<file path="config.mk">
export PLATFORM = sky130hd
export DESIGN_NAME = rr_leaf_cell
export DESIGN_NICKNAME = d
export VERILOG_FILES = /design/src/rtl/rrl_pkg.sv /design/src/rtl/rrl_prio_enc.sv /design/src/rtl/rrl_order_sel.sv /design/src/rtl/rrl_round_ctl.sv /design/src/rtl/rr_leaf_cell.sv
export SDC_FILE = /design/constraint.sdc
export NUM_CORES = 1
export LEC_CHECK = 0
export ABC_AREA = 0
export BUFFER_PORTS_ARGS = -buffer_cell sky130_fd_sc_hd__buf_2
export CORE_AREA = 2 2 39 41
export CTS_BUF_LIST = sky130_fd_sc_hd__clkbuf_4 sky130_fd_sc_hd__clkbuf_8
export CTS_CLUSTER_DIAMETER = 120
export DETAILED_ROUTE_END_ITERATION = 8
export DIE_AREA = 0 0 41 43
export PLACE_DENSITY = 0.47
export RECOVER_POWER = 100
export REMOVE_ABC_BUFFERS = 1
export SKIP_LAST_GASP = 1
export SYNTH_ARGS = -nofsm -noshare
export SYNTH_HDL_FRONTEND = slang
export SYNTH_SLANG_ARGS = --single-unit
export TNS_END_PERCENT = 20
</file>
<file path="constraint.sdc">
create_clock -name clk -period 2.85 [get_ports clk]
set_input_delay 0.1425 -clock clk [delete_from_list [all_inputs] [get_ports clk]]
set_output_delay 0.1425 -clock clk [all_outputs]
set_load 0.1 [all_outputs]
</file>
<file path="src/rtl/rrl_pkg.sv">
package rrl_pkg;
  localparam int unsigned RRL_DEF_PORTS = 4;

  function automatic int unsigned rrl_idx_w(input int unsigned n);
    return (n > 1) ? $clog2(n) : 1;
  endfunction
endpackage

</file>
<file path="src/rtl/rrl_prio_enc.sv">
// Fixed-priority encoder whose top-priority port is START, then START+1, ...
module rrl_prio_enc #(
  parameter int unsigned N     = 4,
  parameter int unsigned START = 0
) (
  input  logic [N-1:0] req,
  output logic [N-1:0] win
);
  logic hit;

  always_comb begin
    win = '0;
    hit = 1'b0;
    for (int o = 0; o < int'(N); o++) begin
      if (!hit && req[(int'(START) + o) % int'(N)]) begin
        win[(int'(START) + o) % int'(N)] = 1'b1;
        hit = 1'b1;
      end
    end
  end
endmodule

</file>
<file path="src/rtl/rrl_order_sel.sv">
// All orderings evaluated at once; the state picks one result.
module rrl_order_sel #(
  parameter int unsigned N     = 4,
  parameter int unsigned IDX_W = 2
) (
  input  logic [N-1:0]     req,
  input  logic [IDX_W-1:0] state,
  output logic [N-1:0]     cand
);
  logic [N-1:0] cand_k [N];

  for (genvar k = 0; k < int'(N); k++) begin : g_enc
    rrl_prio_enc #(
      .N     (N),
      .START ((k + 1) % N)
    ) u_enc (
      .req (req),
      .win (cand_k[k])
    );
  end

  assign cand = cand_k[state];
endmodule

</file>
<file path="src/rtl/rrl_round_ctl.sv">
// Grant register, priority feedback and lock.
module rrl_round_ctl #(
  parameter int unsigned N     = 4,
  parameter int unsigned IDX_W = 2
) (
  input  logic             clk,
  input  logic             rst,
  input  logic [N-1:0]     req,
  input  logic             ack,
  input  logic [N-1:0]     cand,
  output logic [IDX_W-1:0] state,
  output logic [N-1:0]     grant,
  output logic             lock
);
  logic [N-1:0] prio_q;
  logic [N-1:0] grant_q;
  logic         lock_q;
  logic [N-1:0] above;
  logic         fire;
  logic         close_rnd;
  logic         run;

  // encode the one-hot feedback into the ordering select
  always_comb begin
    state = '0;
    for (int i = 0; i < int'(N); i++) begin
      if (prio_q[i]) state = state | IDX_W'(i);
    end
  end

  // ports strictly above the candidate
  always_comb begin
    run = 1'b0;
    for (int i = 0; i < int'(N); i++) begin
      above[i] = run;
      run      = run | cand[i];
    end
  end

  assign fire      = ack && !lock_q && (|req);
  assign close_rnd = ~|(req & above);

  always_ff @(posedge clk) begin
    if (rst) begin
      prio_q  <= N'(1);
      grant_q <= '0;
      lock_q  <= 1'b0;
    end else begin
      grant_q <= fire ? cand : '0;
      if (fire) begin
        prio_q <= cand;
        lock_q <= close_rnd;
      end else if (lock_q && !ack) begin
        lock_q <= 1'b0;
      end
    end
  end

  assign grant = grant_q;
  assign lock  = lock_q;
endmodule

</file>
<file path="src/rtl/rr_leaf_cell.sv">
module rr_leaf_cell #(
  parameter int unsigned NUM_REQ = rrl_pkg::RRL_DEF_PORTS
) (
  input  logic               clk,
  input  logic               rst,
  input  logic [NUM_REQ-1:0] req,
  input  logic               ack,
  output logic [NUM_REQ-1:0] grant,
  output logic               up_req,
  output logic               lock
);
  localparam int unsigned IDX_W = rrl_pkg::rrl_idx_w(NUM_REQ);

  logic [IDX_W-1:0]   state;
  logic [NUM_REQ-1:0] cand;

  rrl_order_sel #(
    .N     (NUM_REQ),
    .IDX_W (IDX_W)
  ) u_sel (
    .req   (req),
    .state (state),
    .cand  (cand)
  );

  rrl_round_ctl #(
    .N     (NUM_REQ),
    .IDX_W (IDX_W)
  ) u_ctl (
    .clk   (clk),
    .rst   (rst),
    .req   (req),
    .ack   (ack),
    .cand  (cand),
    .state (state),
    .grant (grant),
    .lock  (lock)
  );

  assign up_req = (|req) && !lock;
endmodule

</file>
======== Yosys cells after proc, flatten, opt, wreduce, memory -nomap -nowiden ========
Index checks and enable logic that the tools add are counted.
word-level totals
  register bits after elaboration ......... 9
  latch bits .............................. 0
  bits in writable memories ............... 0
  bits in read-only memories .............. 0
  output and inout bits ................... 6
  logic and storage cells ................. 76
  memories kept ........................... 0
cells by class
  add/sub/neg operators ................... 0
  multiply operators ...................... 0
  div/mod/pow operators ................... 0
  magnitude comparators ................... 1
  equality and inequality tests ........... 0
  shifts and indexed selects .............. 0
  mux-type cells .......................... 32
  bitwise gates (word level) .............. 5
  reduce and logical (&&, ||, !) cells .... 35
operator list
  kind                number
  $mux 1              27
  $logic_and 1x1->1   16
  $logic_not 1->1     15
  $bmux 4 s2          1
  $mux 4              2
  $reduce_or 4->1     2
  $and 4x4->4         1
  $mux 2              2
  $ge 3x3->1 const B  1
  $not 2->3           1
  $or 1x1->1          2
  $reduce_bool 2->1   1
  $reduce_or 2->1     1
  $not 1->1           1

======== Longest topological paths before layout ========
  depth after elaboration ................. 19
  depth in mapped cells ................... 5
  mapped depth without buffers ............ 5

======== By module ========
A second synthesis with hierarchy kept.
second synthesis, totals
  cell total of the unflattened synthesis .. 61
  area total of the unflattened synthesis .. 609.3 µm²
modules (own cells, without submodules)
  module         instances  cells each  area an instance (µm²)
  rrl_round_ctl  1          39          349.1
  rrl_prio_enc   4          4           36.3
  rrl_order_sel  1          4           105.1
  rr_leaf_cell   1          2           10.0

======== Worst setup path after synthesis ========
Ideal clock, no wire load.
  path kind ............................... register to register
  from .................................... register u_ctl.lock_q (netlist: u_ctl.lock)
  to ...................................... register u_ctl.prio_q[3]
  setup time .............................. 59 ps
  arrival time ............................ 2295 ps
  required time ........................... 2791 ps
  slack ................................... 497 ps
  cell stages (with the launch flop) ...... 5
  cells stage by stage .................... dfxtp_1 -> a21oi_2 -> nand3_1 -> a21oi_1 -> a31o_1
on the way
  cells in the longest elaborated chain, start to end .. 3
RTL lines
  item                            line                 source
  from (decl)                     rrl_round_ctl.sv:17  logic lock_q;
  from (signal assigned)          rrl_round_ctl.sv:52  lock_q <= close_rnd;
  $logic_not 1->1                 rrl_round_ctl.sv:40  assign fire = ack && !lock_q && (|req);
  $logic_and 1x1->1 (2 in a row)  rrl_round_ctl.sv:40
  to (signal assigned)            rrl_round_ctl.sv:51  prio_q <= cand;
  to (decl)                       rrl_round_ctl.sv:15  logic [N-1:0] prio_q;
No other way between the ends.
A chain may end at the register's enable or synchronous reset.

======== Worst setup path after layout ========
  from .................................... register u_ctl.lock_q (netlist: u_ctl.lock)
  to ...................................... output port up_req
on the way
  cells in the longest elaborated chain, start to end .. 2
RTL lines
  item               line                source
  $logic_not 1->1    rr_leaf_cell.sv:40  assign up_req = (|req) && !lock;
  $logic_and 1x1->1  rr_leaf_cell.sv:40
  to (decl)          rr_leaf_cell.sv:9   output logic up_req,
No other way between the ends.

==> flow_summary.ini <==
[logic_synthesis]
synthAdderAreaFrac_pct = 0
ys_async_sr_fraction_pct = 0
ys_top_cells_by_area = dfxtp_1 42%, nor3_1 7.9%, nor2_1 7.9%, mux2i_1 5.2%, a2111oi_2 3.9%
ys_seq_elements = 8
seq_area_frac_synth_pct = 42.0
synth_compound_area_share_pct = 21.6
synth_top_area_cell = dfxtp_1
syn_area_per_cell_um2 = 8.48
synth_edf_count = 0
synthMuxAreaShare_pct = 5.25
synth_common_cells = 8 x dfxtp_1, 8 x nor2_1, 6 x nor3_1, 4 x nand2_1
synth-xor-area-share_pct = 0
synth_warnings = 0
ys_types = 19
synth-simple-area-share_pct = 29.2
ys.flop_type = dfxtp_1
syn_area_um2 = 382
synth_top_cell_area_share_pct = 42.0
synth_top_family_by_area = simple AND/OR/NAND/NOR gates
syn-instance-count = 45

[global_routing]
grtUsageMet2_pct = 18.1
grt_overflow_total = 0
grt_pass1_wl_um = 1410
global_route.usage.met1_pct = 12.7
antenna_found_initial = 0
grt_start_max_net_pins = 7
grt_pass1_vias = 353
grt_use_met3_pct = 9.42
gr-usage-all-layers_pct = 12.7
grt-busiest-layer = met2

[detailed_routing]
post-route-drc-count = 0
vias = 381
ant_nets = 0
via_per_inst = 5.01
wl_um = 877
routedWlPerCell_um = 11.5
drtPass1Iterations = 4
first_iter_violations = 6

[place]
gp_congestion = 0.831
placement.io_buffers = 12
place_hpwl_um = 673
place_ws_ps = 1400

[pwr]
cellLeakagePower_nw = 0.197
power_density_nw_per_um2 = 626
irDropWorstVdd_v = 0.000242

[final_layout]
nNetsFinal = 69
post_route_cells_drive_above_1_share_pct = 15.0
area_growth_pct = 22.3
diodes = 0

[timing]
setup_viol = 0
fin_crit_ps = 1810
slew_violations = 0
layout_setup_ws_ps = 1040
worstMarginPinSlew_ps = 1160
setup-tns-final_ps = 0
slew-limit-headroom_pct = 22.9
hold_viol = 0
rsz0062_at_grt = false
timing.final.crit_share_pct = 63.6
fmax_ghz = 0.552
clock_skew_ps = 2.47

[setup_path]
crit_required_ps = 2710
r2r-start = u_ctl.prio_q[1]
criticalPathCategory = flop to output pin
startpoint = u_ctl.lock
worst-path-max-fanout = 3
cp_data_arrival_time_ps = 1670
cp-end-kind = output pin
start_kind = flop

[clock_network]
ctsHtreeMaxLevel = 1
postCtsSetupBuffers = 0
hold_buffers = 0
cts.clk_slew.worst_paths_ps = 50
cts_made_buffers = 3
numClockSinks = 8
tritoncts = built
clock_latency_ps = 250
ctsLongestPathBuffers = 2
root_buffer = clkbuf_4
post_cts_resized = 0

[die]
core_area_um2 = 1380
std_cell_rows = 14
floorplan.initialDensity_pct = 27.6
dieArea_um2 = 1760
die_y_um = 43
die_w_um = 41
io_pins = 13

[worst_hold_path]
min_path_type = input pin to flop
min_from = rst

[status]
outcome = finished clean

[job]
maxCapViolations = 0
final timing paths:
kind                            slack (ps)              end  cells past startpoint
worst min register to register         530       u_ctl.lock                      1
worst max register to register        1090       u_ctl.lock                      5
worst max-delay path                  1040           up_req                      2
worst min-delay path                    80  u_ctl.prio_q[1]                      2
power breakdown:
part           leakage [nW]  switching [mW]  internal [mW]
registers            0.0651         0.00470          0.118
clock network        0.0138          0.0385         0.0482
logic                 0.119          0.0635         0.0194
total                 0.197           0.107          0.185
critical path, stage by stage, from the launching register on:
cell,delay [ps]
dfxtp_1,320
a21oi_1,210
clkbuf_1,890
metrics by stage:
stage	instance area, µm²	cells	hold slack (ps)	power (mW)	utilization [%]
after floorplan	382	45	215	0.194	-
after global placement	462	73	337	0.213	33.4
after detailed placement	462	73	347	0.212	33.4
after CTS	484	76	78.1	0.301	35.0
after global routing	467	76	77.3	0.309	33.7
final	467	76	78.0	0.292	33.7
registers in the layout, summed over array words and instances, names as in the netlist:
signal	cells
u_ctl.grant	4
u_ctl.prio_q	3
u_ctl.lock	1
layout make-up:
cell class                      instances  area, µm²
Clock buffer                            3       22.5
Tap cell                               16       20.0
Timing Repair Buffer                   12       52.6
Multi-Input combinational cell         35        204
Fill cell                             161        917
Inverter                                2       7.51
Sequential cell                         8        160
cells in the final DEF, fill, tap and decap left out:
cell type	n
buf_2	6
nand3_1	1
dfxtp_1	8
nor3_1	6
o2111ai_1	1
nor3b_1	1
clkbuf_1	6
a32o_1	1
o31ai_1	1
nor2_1	8
o22ai_1	1
clkbuf_4	3
a2111oi_0	1
mux2i_1	2
a31o_1	1
nand2b_1	2
nand2_1	4
inv_1	2
a21oi_1	3
nand4bb_1	1
a21boi_0	1
cell families after synthesis:
logic type | after synthesis
muxes | 2
DFF | 8
buffers and inverters | 2
and+or+nand+nor | 23
AOI/OAI and AO/OA | 10
per-layer routing:
metal / vias up / routed length, µm
li1: 196 / -
met1: 169 / 381
met2: 12 / 398
met3: 4 / 79
met4: 0 / 18
met5: - / 0
(Power assumes the default switching activity.)
